### config.mk
export PLATFORM = sky130hd
export DESIGN_NAME = i2c_regif_slave
export DESIGN_NICKNAME = d
export VERILOG_FILES = /design/src/rtl/i2c_regif_pkg.sv /design/src/rtl/i2c_glitch_filter.sv /design/src/rtl/i2c_bus_cond.sv /design/src/rtl/i2c_strap_addr.sv /design/src/rtl/i2c_regif_slave.sv
export SDC_FILE = /design/constraint.sdc
export NUM_CORES = 1
export LEC_CHECK = 0
export BUFFER_PORTS_ARGS = -buffer_cell sky130_fd_sc_hd__buf_2
export CELL_PAD_IN_SITES_DETAIL_PLACEMENT = 1
export CELL_PAD_IN_SITES_GLOBAL_PLACEMENT = 1
export CORE_ASPECT_RATIO = 0.6
export CORE_MARGIN = 2
export CORE_UTILIZATION = 25
export CTS_CLUSTER_DIAMETER = 80
export DETAILED_ROUTE_END_ITERATION = 8
export GPL_ROUTABILITY_DRIVEN = 0
export PLACE_DENSITY = 0.53
export RECOVER_POWER = 100
export REMOVE_ABC_BUFFERS = 1
export SYNTH_ARGS = -nofsm -noshare
export SYNTH_HDL_FRONTEND = slang
export SYNTH_HIERARCHICAL = 1
export SYNTH_SLANG_ARGS = --single-unit
### constraint.sdc
create_clock -name clk_i -period 6 [get_ports clk_i]
set_input_delay 0.6 -clock clk_i [delete_from_list [all_inputs] [get_ports clk_i]]
set_output_delay 0.6 -clock clk_i [all_outputs]
set_load 0.02 [all_outputs]
### src/rtl/i2c_regif_pkg.sv
package i2c_regif_pkg;
  typedef enum logic [1:0] {
    STRAP_GND = 2'b00,
    STRAP_VCC = 2'b01,
    STRAP_SCL = 2'b10,
    STRAP_SDA = 2'b11
  } strap_e;

  typedef enum logic [2:0] {
    ST_IDLE,
    ST_RX,
    ST_RX_ACK,
    ST_TX,
    ST_TX_ACK
  } state_e;

  typedef enum logic [1:0] {
    K_ADDR,
    K_CMD,
    K_DATA
  } kind_e;
endpackage

### src/rtl/i2c_glitch_filter.sv
module i2c_glitch_filter #(
  parameter int LEN     = 12,
  parameter bit RST_VAL = 1'b1
) (
  input  logic clk_i,
  input  logic rst_ni,
  input  logic d_i,
  output logic q_o
);
  localparam int CW = $clog2(LEN + 1);

  logic [1:0]    sync_q;
  logic [CW-1:0] cnt_q;

  // output follows only after LEN consecutive disagreeing samples
  always_ff @(posedge clk_i or negedge rst_ni) begin
    if (!rst_ni) begin
      sync_q <= {2{RST_VAL}};
      cnt_q  <= '0;
      q_o    <= RST_VAL;
    end else begin
      sync_q <= {sync_q[0], d_i};
      if (sync_q[1] == q_o) begin
        cnt_q <= '0;
      end else if (cnt_q == CW'(LEN - 1)) begin
        q_o   <= sync_q[1];
        cnt_q <= '0;
      end else begin
        cnt_q <= cnt_q + 1'b1;
      end
    end
  end
endmodule

### src/rtl/i2c_bus_cond.sv
module i2c_bus_cond (
  input  logic clk_i,
  input  logic rst_ni,
  input  logic scl_i,
  input  logic sda_i,
  output logic start_o,
  output logic stop_o,
  output logic rise_o,
  output logic fall_o
);
  logic scl_q, sda_q;

  always_ff @(posedge clk_i or negedge rst_ni) begin
    if (!rst_ni) begin
      scl_q <= 1'b1;
      sda_q <= 1'b1;
    end else begin
      scl_q <= scl_i;
      sda_q <= sda_i;
    end
  end

  assign start_o = scl_i & scl_q & sda_q & ~sda_i;
  assign stop_o  = scl_i & scl_q & ~sda_q & sda_i;
  assign rise_o  = scl_i & ~scl_q;
  assign fall_o  = ~scl_i & scl_q;
endmodule

### src/rtl/i2c_strap_addr.sv
module i2c_strap_addr (
  input  logic [1:0] a2_i,
  input  logic [1:0] a1_i,
  input  logic [1:0] a0_i,
  output logic [6:0] addr_o
);
  logic [2:0] grp;

  // bit 1 of a code marks a strap tied to a bus line
  always_comb begin
    unique case ({a1_i[1], a0_i[1]})
      2'b00:   grp = 3'b100;
      2'b01:   grp = 3'b101;
      2'b10:   grp = 3'b010;
      default: grp = 3'b011;
    endcase
    addr_o = {1'b0, grp, a2_i[0], a1_i[0], a0_i[0]};
  end
endmodule

### src/rtl/i2c_regif_slave.sv
module i2c_regif_slave
  import i2c_regif_pkg::*;
#(
  parameter int FILT_CYCLES = 12,
  parameter int NUM_REGS    = 22,
  localparam int AW         = (NUM_REGS > 1) ? $clog2(NUM_REGS) : 1
) (
  input  logic          clk_i,
  input  logic          rst_ni,
  input  logic          scl_i,
  input  logic          sda_i,
  output logic          sda_oe_o,
  input  logic [1:0]    a2_strap_i,
  input  logic [1:0]    a1_strap_i,
  input  logic [1:0]    a0_strap_i,
  output logic [AW-1:0] reg_addr_o,
  output logic          reg_wr_o,
  output logic [7:0]    reg_wdata_o,
  output logic          reg_rd_o,
  input  logic [7:0]    reg_rdata_i
);
  localparam logic [AW-1:0] LAST = AW'(NUM_REGS - 1);

  logic [1:0] raw, filt;
  logic       scl_filt, sda_filt;
  logic       start, stop, rise, fall;
  logic [6:0] own_addr;

  assign raw = {sda_i, scl_i};

  for (genvar g = 0; g < 2; g++) begin : g_filt
    i2c_glitch_filter #(.LEN(FILT_CYCLES), .RST_VAL(1'b1)) u_filt (
      .clk_i (clk_i),
      .rst_ni(rst_ni),
      .d_i   (raw[g]),
      .q_o   (filt[g])
    );
  end

  assign scl_filt = filt[0];
  assign sda_filt = filt[1];

  i2c_bus_cond u_cond (
    .clk_i  (clk_i),
    .rst_ni (rst_ni),
    .scl_i  (scl_filt),
    .sda_i  (sda_filt),
    .start_o(start),
    .stop_o (stop),
    .rise_o (rise),
    .fall_o (fall)
  );

  i2c_strap_addr u_addr (
    .a2_i  (a2_strap_i),
    .a1_i  (a1_strap_i),
    .a0_i  (a0_strap_i),
    .addr_o(own_addr)
  );

  state_e        state;
  kind_e         kind;
  logic [3:0]    bit_cnt;
  logic [7:0]    rx_sh, tx_sh;
  logic          rnw, mack;
  logic [AW-1:0] ptr;

  assign reg_addr_o = ptr;

  always_ff @(posedge clk_i or negedge rst_ni) begin
    if (!rst_ni) begin
      state       <= ST_IDLE;
      kind        <= K_ADDR;
      bit_cnt     <= '0;
      rx_sh       <= '0;
      tx_sh       <= '0;
      rnw         <= 1'b0;
      mack        <= 1'b0;
      ptr         <= '0;
      sda_oe_o    <= 1'b0;
      reg_wr_o    <= 1'b0;
      reg_rd_o    <= 1'b0;
      reg_wdata_o <= '0;
    end else begin
      reg_wr_o <= 1'b0;
      reg_rd_o <= 1'b0;
      if (reg_wr_o || reg_rd_o) begin
        ptr <= (ptr == LAST) ? '0 : ptr + 1'b1;
      end
      if (reg_rd_o) begin
        tx_sh <= reg_rdata_i;
        if (state == ST_TX) sda_oe_o <= ~reg_rdata_i[7];
      end

      if (start) begin
        state    <= ST_RX;
        kind     <= K_ADDR;
        bit_cnt  <= '0;
        sda_oe_o <= 1'b0;
      end else if (stop) begin
        state    <= ST_IDLE;
        sda_oe_o <= 1'b0;
      end else begin
        unique case (state)
          ST_RX: begin
            if (rise && bit_cnt < 4'd8) begin
              rx_sh   <= {rx_sh[6:0], sda_filt};
              bit_cnt <= bit_cnt + 1'b1;
            end
            if (fall && bit_cnt == 4'd8) begin
              unique case (kind)
                K_ADDR: begin
                  if (rx_sh[7:1] == own_addr) begin
                    sda_oe_o <= 1'b1;
                    rnw      <= rx_sh[0];
                    reg_rd_o <= rx_sh[0];
                    state    <= ST_RX_ACK;
                  end else begin
                    state <= ST_IDLE;
                  end
                end
                K_CMD: begin
                  ptr      <= (int'(rx_sh) < NUM_REGS) ? rx_sh[AW-1:0] : '0;
                  sda_oe_o <= 1'b1;
                  state    <= ST_RX_ACK;
                end
                default: begin
                  reg_wr_o    <= 1'b1;
                  reg_wdata_o <= rx_sh;
                  sda_oe_o    <= 1'b1;
                  state       <= ST_RX_ACK;
                end
              endcase
            end
          end
          ST_RX_ACK: begin
            if (fall) begin
              bit_cnt <= '0;
              if (kind == K_ADDR && rnw) begin
                state    <= ST_TX;
                sda_oe_o <= ~tx_sh[7];
              end else begin
                state    <= ST_RX;
                sda_oe_o <= 1'b0;
                kind     <= (kind == K_ADDR) ? K_CMD : K_DATA;
              end
            end
          end
          ST_TX: begin
            if (rise) bit_cnt <= bit_cnt + 1'b1;
            if (fall && bit_cnt == 4'd8) begin
              sda_oe_o <= 1'b0;
              state    <= ST_TX_ACK;
            end else if (fall && bit_cnt != 4'd0) begin
              tx_sh    <= {tx_sh[6:0], 1'b0};
              sda_oe_o <= ~tx_sh[6];
            end
          end
          ST_TX_ACK: begin
            if (rise) mack <= ~sda_filt;
            if (fall) begin
              if (mack) begin
                reg_rd_o <= 1'b1;
                state    <= ST_TX;
                bit_cnt  <= '0;
              end else begin
                state <= ST_IDLE;
              end
            end
          end
          default: ;
        endcase
      end
    end
  end
endmodule

**Word level (Yosys, flattened, before mapping)**

Cells that the tools add are included.
Widths: inputs -> output; s select.

- Multiplexer cells: 69
- Eq/ne operators: 25
- $lt $le $gt $ge: 2
- Reduce and logical (&&, ||, !) cells: 22
- Bitwise operators: 19
- Add/subtract/negate cells: 4

Operator list:

| cell | count |
|---|---|
| $mux 8 | 6 |
| $mux 4 | 11 |
| $mux 5 | 8 |
| $mux 1 | 23 |
| $mux 3 | 7 |
| $mux 2 | 9 |
| $pmux 4 s4 | 1 |
| $ne 3x3->1 const B | 5 |
| $add 4x1->4 const B | 3 |
| $eq 4x4->1 const B | 3 |
| $ne 4x4->1 const B | 3 |
| $not 1->1 | 12 |
| $pmux 3 s4 | 1 |
| $reduce_and 4->1 | 3 |
| $reduce_and 5->1 | 2 |
| $pmux 3 s3 | 1 |
| $lt 8x5->1 const B | 1 |
| $and 1x1->1 | 7 |
| $eq 7x6->1 | 1 |
| $reduce_and 7->1 | 1 |
| $eq 3x2->1 const B | 2 |
| $reduce_and 6->1 | 1 |
| $reduce_bool 6->1 | 1 |
| $add 5x1->5 const B | 1 |
| 19 further kinds | 28 |

- Input bits: 18
- Bits in registers: 59
- Output and inout port bits: 16

**Longest topological paths before layout**

Gate-level depths: netlist (run 1).

- Word-level depth: 9
- Gate-level depth with buffers: 7
- Mapped depth without buffers: 6

**Cells and area by module**

The synthesis (run 1) kept the hierarchy.

Modules (own cells, without submodules):

| module | area each (um^2) | cells an instance | instances |
|---|---|---|---|
| i2c_regif_slave | 2388.5 | 223 | 1 |
| i2c_glitch_filter | 284.0 | 22 | 2 |
| i2c_bus_cond | 87.6 | 6 | 1 |
| i2c_strap_addr | 45.0 | 8 | 1 |

**Least setup slack after synthesis (run 1)**

Ideal clock, no wire load.

- Kind: flip-flop to flip-flop
- Start: register g_filt[0].u_filt.q_o
- End: register reg_wdata_o[0]
- Data arrival time: 1797 ps
- Setup slack: 4079 ps
- Library setup time: 125 ps
- Buffers on the path: 1
- Cell stages (with the launch flop): 7
- Cells stage by stage: dfstp_2 and2b_2 and4b_1 buf_2 and3_1 nand2_2 mux2_2

- Elaborated cells between the ends (all ways): 11
- Classes of those cells: bitwise: 9; reduce/logical: 2

RTL lines:

| element | RTL line | text |
|---|---|---|
| start: declaration | i2c_glitch_filter.sv:8 | `output logic q_o` |
| start signal: assignment | i2c_glitch_filter.sv:26 | `q_o <= sync_q[1];` |
| $not 1->1 | i2c_bus_cond.sv:26 | `assign fall_o = ~scl_i & scl_q;` |
| $and 1x1->1 | i2c_bus_cond.sv:26 |  |
| net fall | i2c_regif_slave.sv:26 | `logic start, stop, rise, fall;` |
| $logic_and 1x1->1 | i2c_regif_slave.sv:110 | `if (fall && bit_cnt == 4'd8) begin` |
| $reduce_and 5->1 (no source line) | - |  |
| end signal: assignment | i2c_regif_slave.sv:129 | `reg_wdata_o <= rx_sh;` |
| end: declaration | i2c_regif_slave.sv:18 | `output logic [7:0] reg_wdata_o,` |

The timed path passes the listed nets, and every way through them passes these cells.
A chain may end at the register's enable or synchronous reset.

**Worst setup path in the final report (run 1)**

- Start: register g_filt[1].u_filt.q_o
- End: register tx_sh[5]

- Word-level cells in the longest chain between the ends: 3
- Elaborated cells between the ends (all ways): 5
- Classes of those cells: mux: 2; bitwise: 3

Ends and longest elaborated chain:

| element | RTL line | text |
|---|---|---|
| start: declaration | i2c_glitch_filter.sv:8 |  |
| start signal: assignment | i2c_glitch_filter.sv:26 |  |
| $not 1->1 | i2c_bus_cond.sv:23 | `assign start_o = scl_i & scl_q & sda_q & ~sda_i;` |
| $and 1x1->1 | i2c_bus_cond.sv:23 |  |
| net start | i2c_regif_slave.sv:26 |  |
| $mux 8 | i2c_regif_slave.sv:95 | `if (start) begin` |
| end signal: assignment | i2c_regif_slave.sv:91 | `tx_sh <= reg_rdata_i;` |
| end signal: assignment | i2c_regif_slave.sv:155 | `tx_sh <= {tx_sh[6:0], 1'b0};` |
| end: declaration | i2c_regif_slave.sv:64 | `logic [7:0] rx_sh, tx_sh;` |

The timed path passes the listed nets, and every way through them passes these cells.

==> results of run 1 <==
==> area by class of cell <==
| cell class | instances | area, um2 | area share [%] |
|---|---|---|---|
| clock inverters | 4 | 26.3 | 0.729 |
| flip-flops and latches | 59 | 1490 | 41.3 |
| multi-input cells | 197 | 1440 | 40.0 |
| repair buffers | 33 | 144 | 3.99 |
| clock buffers | 12 | 256 | 7.12 |
| inverters | 11 | 41.3 | 1.15 |
| well taps | 165 | 206 | 5.73 |
==> Yosys cell counts (3+ instances only) <==
library cell	instances	share of area, %
clkbuf_1	3	0.36
nor3b_1	5	1.2
dfstp_2	8	6.8
a31oi_1	3	0.61
xnor2_1	3	0.85
a21oi_1	15	2.4
nor2b_1	9	1.8
nand4_1	5	1.0
buf_2	5	0.81
a211oi_1	4	0.97
nand3_1	3	0.49
ha_1	6	2.4
a2bb2oi_1	3	0.85
nor3_1	5	0.81
xor2_1	10	2.8
mux2_1	3	1.1
or2_2	4	0.81
nand2b_1	5	1.0
nand2_1	18	2.2
and4b_1	4	1.3
dfrtp_1	51	41
o2bb2ai_1	5	1.4
o21ai_0	13	2.1
mux2i_1	10	3.2
mux2_2	16	5.8
inv_1	11	1.3
buf_4	5	1.2
nor2_1	10	1.2
==> power by group through the flow <==
stage	clock, W	combinational (W)	sequential [W]
after CTS	0.000501	0.0000919	0.000433
after global placement	0	0.0000893	0.000439
after detailed placement	0	0.0000915	0.000440
after floorplan	0	0.0000537	0.000439
final	0.000483	0.0000871	0.000433
after global routing	0.000523	0.0000996	0.000436
==> logic make-up (layout without fill, tap and decap cells) <==
kind of cell | Yosys count | in the layout
AOI/OAI and AO/OA | 57 | 57
xor gates and xnor gates | 13 | 13
adders and majority gates | 6 | 6
buffers and inverters | 25 | 60
DFF | 59 | 59
muxes | 29 | 29
other | 1 | 1
and+or+nand+nor | 91 | 91
==> through the flow <==
stage / hold slack [ns] / area [um2] / utilization, % / setup slack (ns)
6_report: 0.353 / 3600 / 29.9 / 2.67
5_1_grt: 0.348 / 3600 / 29.9 / 1.98
4_1_cts: 0.348 / 3670 / 30.4 / 3.36
3_5_place_dp: 0.347 / 3380 / 28.1 / 3.38
3_3_place_gp: 0.346 / 3380 / 28.1 / 3.43
2_1_floorplan: 0.304 / 3010 / - / 3.98
==> metal layers <==
metal | part of all wire, % | routed length (um)
met1 | 53 | 3890
met2 | 40 | 2930
met3 | 5.4 | 390
met4 | 0.95 | 69
met5 | 0 | 0
==> flip-flops by register name, indices dropped and copies added, names as in the netlist, 2 cells and up <==
name                  count
rx_sh                     8
g_filt.u_filt/q_o         2
bit_cnt                   4
g_filt.u_filt/sync_q      4
state                     3
reg_wdata_o               8
tx_sh                     8
kind                      2
reg_addr_o                5
g_filt.u_filt/cnt_q       8
==> worst paths after layout <==
check                      cells past startpoint                              endpoint                                 start  slack, ns
setup / recovery                               4                    tx_sh[5]$_DFF_PN0_      g_filt[1].u_filt/q_o$_DFFE_PN1P_       2.67
hold / removal                                 0  g_filt[1].u_filt/sync_q[1]$_DFF_PN1_  g_filt[1].u_filt/sync_q[0]$_DFF_PN1_       0.35
setup reg to reg                               4                    tx_sh[5]$_DFF_PN0_      g_filt[1].u_filt/q_o$_DFFE_PN1P_       2.67
hold reg to reg                                0  g_filt[1].u_filt/sync_q[1]$_DFF_PN1_  g_filt[1].u_filt/sync_q[0]$_DFF_PN1_       0.35
max in group asynchronous                      2            reg_wdata_o[6]$_DFFE_PN0P_                                rst_ni       2.68
min in group asynchronous                      2                    tx_sh[4]$_DFF_PN0_                                rst_ni       1.46
==> impl_results.md, run 1 <==
- Outcome: complete, but fails checks
- Failing checks: max-capacitance violations, max-slew violations
- CTS Hold Bufs: 0
- Final min period: 3.33 ns
- Worst vdd ir: 0.138 mV
- Critical Path Fanout Max: 15
- Internal power: 0.000751 W
- Initial core utilization: 25.6%
- Placed Instances: 465
- Sequential area share after synthesis: 48.1%
- Clk_skew: 0.00958 ns
- Main combinational cell family by area after synthesis: simple AND/OR/NAND/NOR gates
- I/O pins: 34
- Clock tree sinks: 59
- Maximum number of pins on one net before global-route repair: 60
- Vias: 2248
- Rows: 31
- DR WL/cell: 15.1 um
- Clk pwr share: 48.1%
- Post-Synth XOR/XNOR Area: 3.69%
- Slowest stage cell, crit path: nor4_1
- RSZ-0062 raised after global routing: false
- Vias per inst: 4.67
- Max-slew violation count: 76
- Gr busiest metal: met1
- Depth of the CTS H-tree: 3
- Layout cells sized above 1: 19.3%
- Drt total wl: 7.28 mm
- Seq cells post-synth: 59
- Leakage: 1.54 nW
- Netlist Area Pre-Place: 3090 um2
- Met2 usage: 15.4%
- Worst setup SP type: register
- CTS root buf: clkbuf_16
- # DRC: 0
- Top FF cell, synth: dfrtp_1
- Combinational share of power: 8.7%
- Setup Fix Bufs, Post-CTS: 0
- GR Layer Usage met1: 18.0%
- Post-route ant nets: 0
- Synth cell types: 59
- Slew HR: -119%
- PwrDens: 278 nW/um2
- P_sw: 0.000252 W
- Worst Path Buf+Inv: 0
- GR Layer Usage met3: 4.67%
- Ys Warns: 6
- CTS tree: built
- Gate Count Post-Synth: 281
- Critical Path RT: 6.13 ns
- Final period utilization: 55.4%
- Antenna violations before repair: 0
- CP Capture Type: register
- Placeable Area: 12100 um2
- Fraction of registers with async set/reset: 100%
- Die area: 13300 um2
- Post-CTS sizing: 0
- Non-Filler Instances: 481
- WS Path Type: register to register
- Hold Crit Class: register to register
- Placed wire-length estimate: 5.13 mm
- EDFF count, synth: 0
- Fillers: 1371
- Setup violators final: 0
- Most common cell after layout, fill and taps aside: dfrtp_1
- Most frequent cells in the layout: dfrtp_1 (51), nand2_1 (19), clkbuf_1 (18)
- Simple-gate area share of the yosys netlist: 18.8%
- Crit-path leading delay family: simple AND/OR/NAND/NOR gates
- Vias in the first global route: 2319
- Fmax: 301 MHz
- Adder-Cell Fraction of Synth Area: 2.43%
- Switching part of the total power: 25.2%
- CP max stage delay: 1.46 ns
- Initial drt markers: 103
- Slew @ Worst Pin: 3.29 ns
- Complex-gate fraction of the synthesized area: 12.8%
- Fin nets: 335
- WP data arrival: 3.46 ns
- Flop pwr share: 43.2%
- Mean Syn Cell Area: 11.0 um2
- Worst-skew pair later-pin latency: 0.34 ns
- Pre-Repair DR Iteration Count: 4
- Final Hold Vio Count: 0
- Clk slew on worst S/H paths: 0.05 ns
- First-pass GRT wire length: 12.4 mm
- Die Span X: 148 um
- Worst path cell trace: and4b_1, or2_0, nor4_1, o21ai_0
- Total gr overflow: 0
- Buffers on Ports: 32
- Fin Setup TNS: 0 ns
- TritonCTS buffer count: 9
- Total Power: 0.00100 W
- Gr usage total: 12.0%
- Mux cell area share after synthesis: 10.2%
- Die H: 90.1 um
- CTS max path bufs: 2
- Area Overhead vs Synth: 16.6%
- N_diodes: 0
- Maxcap violations: 2
(Power assumes the default switching activity.)
==> run 2: changes to the inputs <==
==> constraint.sdc (replaced) <==
create_clock -name clk_i -period 3.4 [get_ports clk_i]
set_input_delay 0.34 -clock clk_i [delete_from_list [all_inputs] [get_ports clk_i]]
set_output_delay 0.34 -clock clk_i [all_outputs]
set_load 0.02 [all_outputs]
==> run 2 against run 1 <==
Non-clock buffer count increased by 2. Largest cell class unchanged. Fmax up 25%. Cell area grew 0.42%. Hold slack got worse by 0.25 ns. The run still ends with max-capacitance violations, max-slew violations left. Register-to-register slack worse by 1.9 ns. Combinational power rose by 78%. Count of clock-buffer cells in the layout decreased by 1. Global-route usage is 0.14 points higher.
==> impl_results.md, run 2 (same netlist as run 1, synthesis figures left out) <==
- Pre-Repair DR Iteration Count: 4
- Cells on worst reg2reg path: 6
- Non-Filler Instances: 483
- Fin Setup TNS: 0 ns
- Die area: 13300 um2
- Setup Fix Bufs, Post-CTS: 0
- Most frequent cells in the layout: dfrtp_1 (51), clkbuf_1 (21), nand2_1 (19)
- Worst-skew pair later-pin latency: 0.33 ns
- Placed wire-length estimate: 5.26 mm
- Hold Crit Class: primary input to register
- Critical Path RT: 3.65 ns
- Failing checks: max-capacitance violations, max-slew violations
- RR Startpoint: g_filt[1].u_filt/q_o$_DFFE_PN1P_
- Rows: 31
- Clk pwr share: 48.1%
- CP Capture Type: register
- Area Overhead vs Synth: 17.1%
- Worst vdd ir: 0.219 mV
- P_sw: 0.000462 W
- Worst setup SP type: register
- Placeable Area: 12100 um2
- Fillers: 1372
- Clk slew on worst S/H paths: 0.05 ns
- Combinational share of power: 8.8%
- RSZ-0062 raised after global routing: false
- Maxcap violations: 1
- DR WL/cell: 15.0 um
- Reg-to-Reg End: reg_addr_o[3]$_DFF_PN0_
- Final period utilization: 78.3%
- Vias in the first global route: 2389
- CTS max path bufs: 2
- Die H: 90.1 um
- Leakage: 1.54 nW
- Total gr overflow: 0
- Total Power: 0.00177 W
- CP startpoint: g_filt[1].u_filt/q_o$_DFFE_PN1P_
- Outcome: complete, but fails checks
- Post-route ant nets: 0
- Fin nets: 337
- Die Span X: 148 um
- Final min period: 2.66 ns
- # DRC: 0
- CTS root buf: clkbuf_16
- CTS tree: built
- Clock tree sinks: 59
- Fmax: 376 MHz
- Critical Path Fanout Max: 12
- Vias per inst: 4.62
- Switching part of the total power: 26.1%
- PwrDens: 489 nW/um2
- Post-CTS sizing: 0
- Final Hold Vio Count: 0
- Max-slew violation count: 42
- Antenna violations before repair: 0
- Slew @ Worst Pin: 2.32 ns
- Most common cell after layout, fill and taps aside: dfrtp_1
- Setup violators final: 0
- CTS Hold Bufs: 0
- Slew HR: -54.5%
- Gr usage total: 12.1%
- Flop pwr share: 43.2%
- Maximum number of pins on one net before global-route repair: 42
- Layout cells sized above 1: 19.2%
- Buffers on Ports: 32
- WP data arrival: 2.91 ns
- Drt total wl: 7.27 mm
- Depth of the CTS H-tree: 3
- Initial drt markers: 79
- Placed Instances: 467
- Initial core utilization: 25.6%
- Clk_skew: 0.00597 ns
- Critical Path Sink: reg_addr_o[3]$_DFF_PN0_
- TritonCTS buffer count: 9
- First-pass GRT wire length: 12.5 mm
- I/O pins: 34
- Vias: 2232
- Internal power: 0.00131 W
- WS Path Type: register to register
- R2R setup slack: 0.74 ns
- N_diodes: 0
==> run 2: power by group through the flow <==
stage	Clock [W]	Combinational (W)	Sequential, W
3_3_place_gp	0	0.000159	0.000775
6_report	0.000851	0.000155	0.000764
3_5_place_dp	0	0.000162	0.000776
2_1_floorplan	0	0.0000948	0.000774
5_1_grt	0.000919	0.000176	0.000770
4_1_cts	0.000882	0.000163	0.000764
==> run 2: worst min path at each step <==
stage,slack (ns),startpoint,cells after the start,endpoint
final,0.11,scl_i,1,g_filt[0].u_filt/sync_q[0]$_DFF_PN1_
after global routing,0.09,sda_i,1,g_filt[1].u_filt/sync_q[0]$_DFF_PN1_
after CTS,0.09,scl_i,1,g_filt[0].u_filt/sync_q[0]$_DFF_PN1_
after detailed placement,0.35,g_filt[1].u_filt/sync_q[0]$_DFF_PN1_,0,g_filt[1].u_filt/sync_q[1]$_DFF_PN1_
after global placement,0.35,g_filt[0].u_filt/sync_q[0]$_DFF_PN1_,0,g_filt[0].u_filt/sync_q[1]$_DFF_PN1_
after floorplan,0.04,rst_ni,0,bit_cnt[0]$_DFFE_PN0P_
==> run 2: per-stage QoR <==
step                      setup WS, ns  cell area [um2]  util [%]  hold slack, ns
after floorplan                   1.38             3010         -          0.0444
after CTS                        0.968             3680      30.5          0.0890
final                            0.737             3620      30.0           0.106
after detailed placement         0.972             3400      28.2           0.351
after global routing             0.491             3620      30.0          0.0924
after global placement            1.01             3400      28.2           0.346
==> run 2: layout make-up <==
| type | count | area (um2) | area share (%) |
|---|---|---|---|
| multi-input combinational | 197 | 1450 | 40.2 |
| clock inverter | 5 | 37.5 | 1.04 |
| timing repair buffer | 35 | 150 | 4.15 |
| clock buffer | 11 | 243 | 6.71 |
| sequential | 59 | 1490 | 41.1 |
| tap | 165 | 206 | 5.71 |
| inverter | 11 | 41.3 | 1.14 |
==> run 2: routing by layer <==
| metal | wire [um] | part of all wire (%) | global-route usage (%) | up-vias |
|---|---|---|---|---|
| li1 | - | - | - | 1087 |
| met1 | 4070 | 56 | 18.0 | 1096 |
| met2 | 2790 | 38 | 15.9 | 39 |
| met3 | 318 | 4.4 | 4.01 | 10 |
| met4 | 89 | 1.2 | 4.57 | 0 |
| met5 | 0 | 0 | 0 | - |
==> run 2: critical path: stages (launching register included) <==
cell	delay (ns)
dfstp_1	0.63
and4b_1	0.39
nor2_1	0.19
clkbuf_1	0.34
nand4_1	0.22
a211oi_1	0.63
o2bb2ai_1	0.18
==> run 3: changes to the inputs <==
--- a/config.mk
+++ b/config.mk
@@ -14,7 +14,7 @@
 export CTS_CLUSTER_DIAMETER = 80
 export DETAILED_ROUTE_END_ITERATION = 8
 export GPL_ROUTABILITY_DRIVEN = 0
-export PLACE_DENSITY = 0.53
+export PLACE_DENSITY = 0.55
 export RECOVER_POWER = 100
 export REMOVE_ABC_BUFFERS = 1
 export SYNTH_ARGS = -nofsm -noshare
==> constraint.sdc (replaced) <==
create_clock -name clk_i -period 2.25 [get_ports clk_i]
set_input_delay 0.225 -clock clk_i [delete_from_list [all_inputs] [get_ports clk_i]]
set_output_delay 0.225 -clock clk_i [all_outputs]
set_load 0.02 [all_outputs]
==> run 3 against run 2 <==
Wire length is 3.9% higher. Setup slack lost 0.62 ns. Die area unchanged. Register-to-register slack got worse by 0.62 ns. Clock skew shrank 0.00082 ns. Via count grew 4.0%. Count of clock-buffer cells in the layout did not move. Fmax rose by 25%. The run now ends clean. Non-clock buffer count up 14. Highest routed layer unchanged. Sequential power grew 51%. Hold slack better by 0.059 ns.
==> impl_results.md, run 3 (same netlist as run 1, synthesis figures left out) <==
- Hold slack: 0.165 ns
- Clk_skew: 0.00515 ns
- RSZ-0062 raised after global routing: true
- Most frequent cells in the layout: dfrtp_1 (51), nand2_1 (18), clkbuf_1 (17)
- Initial drt markers: 101
- PwrDens: 799 nW/um2
- Placeable Area: 12100 um2
- Worst path cell trace: and2b_2, and4b_1, buf_4, a2111oi_2, nor3_1, a21oi_1
- CP Capture Type: register
- R2R setup slack: 0.11 ns
- Critical Path RT: 2.49 ns
- TritonCTS buffer count: 9
- Buffers on Ports: 32
- CTS root buf: clkbuf_16
- Slowest stage cell, crit path: dfstp_2
- First-pass GRT wire length: 13.0 mm
- Clk slew on worst S/H paths: 0.05 ns
- Crit-path leading delay family: compound AO/OA/AOI/OAI gates
- I/O pins: 34
- Worst vdd ir: 0.358 mV
- Fin nets: 351
- Clock tree sinks: 59
- Final min period: 2.14 ns
- Post-route ant nets: 0
- Initial core utilization: 25.6%
- Final period utilization: 94.9%
- Worst-skew pair later-pin latency: 0.33 ns
- Most common cell after layout, fill and taps aside: dfrtp_1
- Maximum number of pins on one net before global-route repair: 26
- Placed wire-length estimate: 5.54 mm
- Vias per inst: 4.67
- Fmax: 468 MHz
- Setup Fix Bufs, Post-CTS: 0
- Leakage: 1.66 nW
- Maxcap violations: 0
- Critical Path Fanout Max: 7
- # DRC: 0
- Final Hold Vio Count: 0
- Die H: 90.1 um
- Worst setup SP type: register
- Setup violators final: 0
- Vias in the first global route: 2431
- WP data arrival: 2.38 ns
- Total gr overflow: 0
- N_diodes: 0
- CTS tree: built
- Area Overhead vs Synth: 24.2%
- DR WL/cell: 15.2 um
- Die area: 13300 um2
- Antenna violations before repair: 0
- CTS max path bufs: 2
- Hold Crit Class: primary input to register
- Rows: 31
- Final instance area: 3840 um2
- Depth of the CTS H-tree: 3
- Vias: 2322
- Slew HR: 11.8%
- Drt total wl: 7.55 mm
- WS Path Type: register to register
- Pre-Repair DR Iteration Count: 4
- Slew @ Worst Pin: 1.32 ns
- Layout cells sized above 1: 25.9%
- CP max stage delay: 0.59 ns
- Outcome: complete, no violations
- Area after DPL: 3480 um2
- Max-slew violation count: 0
- Final Util: 31.8%
- Die Span X: 148 um
- Non-Filler Instances: 497
- Gr usage total: 12.7%
- Placed Instances: 478
- Worst Path Buf+Inv: 1
run 3: cell count changes in the layout (fill, tap and decap cells not counted), moves of 2 or more:
| cell | before | now |
|---|---|---|
| buf_4 | 0 | 11 |
| clkbuf_1 | 21 | 17 |
| bufinv_16 | 0 | 3 |
| dfstp_1 | 3 | 0 |
| dfstp_2 | 5 | 8 |
| dlygate4sd3_1 | 0 | 3 |
| and4bb_1 | 2 | 0 |
| clkbuf_2 | 0 | 2 |
| clkinvlp_4 | 2 | 0 |
run 3: path summary, 6_finish.rpt:
path	startpoint	end	cells past startpoint
worst max-delay path	g_filt[0].u_filt/q_o$_DFFE_PN1P_	state[0]$_DFFE_PN0P_	6
worst min-delay path	reg_rdata_i[0]	tx_sh[0]$_DFF_PN0_	3
worst max register to register	g_filt[0].u_filt/q_o$_DFFE_PN1P_	state[0]$_DFFE_PN0P_	6
worst min register to register	g_filt[1].u_filt/sync_q[0]$_DFF_PN1_	g_filt[1].u_filt/sync_q[1]$_DFF_PN1_	0
max in group asynchronous	rst_ni	g_filt[1].u_filt/sync_q[0]$_DFF_PN1_	3
min in group asynchronous	rst_ni	reg_wdata_o[6]$_DFFE_PN0P_	2
run 3: cell type report:
type	count	area [um2]
repair buffers	49	267
multi-input cells	197	1480
inverters	11	41.3
flip-flops and latches	59	1490
fillers	1373	8230
clock buffers	11	253
well taps	165	206
clock inverters	5	108
run 3: worst reg2reg max path: stages (launching register included):
cell       delay (ns)
dfstp_2          0.59
and2b_2          0.30
and4b_1          0.24
buf_4            0.18
a2111oi_2        0.47
nor3_1           0.09
a21oi_1          0.18
run 3: layer usage:
layer	part of all wire (%)	vias up	global-route usage (%)	wire length, um
li1	-	1113	-	-
met1	53	1171	18.3	4030
met2	41	31	17.2	3120
met3	4.3	7	4.82	322
met4	1.0	0	3.85	77
met5	0	-	0	0
run 3: power by group:
part	leakage, nW	internal [W]	total, W	switching [W]
clock	0.176	0.00115	0.00165	0.000502
combinational	0.721	0.000107	0.000268	0.000161
sequential	0.760	0.00111	0.00115	0.0000429
run 3: per-stage QoR:
| step | setup TNS [ns] | power (W) | setup slack, ns |
|---|---|---|---|
| finish | 0 | 0.00307 | 0.114 |
| global route | -0.0215 | 0.00320 | -0.0215 |
| detailed placement | 0 | 0.00143 | 0.0748 |
| global placement | 0 | 0.00142 | 0.0524 |
| floorplan | 0 | 0.00131 | 0.229 |
| CTS | 0 | 0.00312 | 0.0284 |
run 3: timing repair:
action,in CTS,in global routing
endpoints found under the setup margin,0,9
hold buffers,3,0
endpoints found under the hold margin,21,0
gates resized for setup,0,1
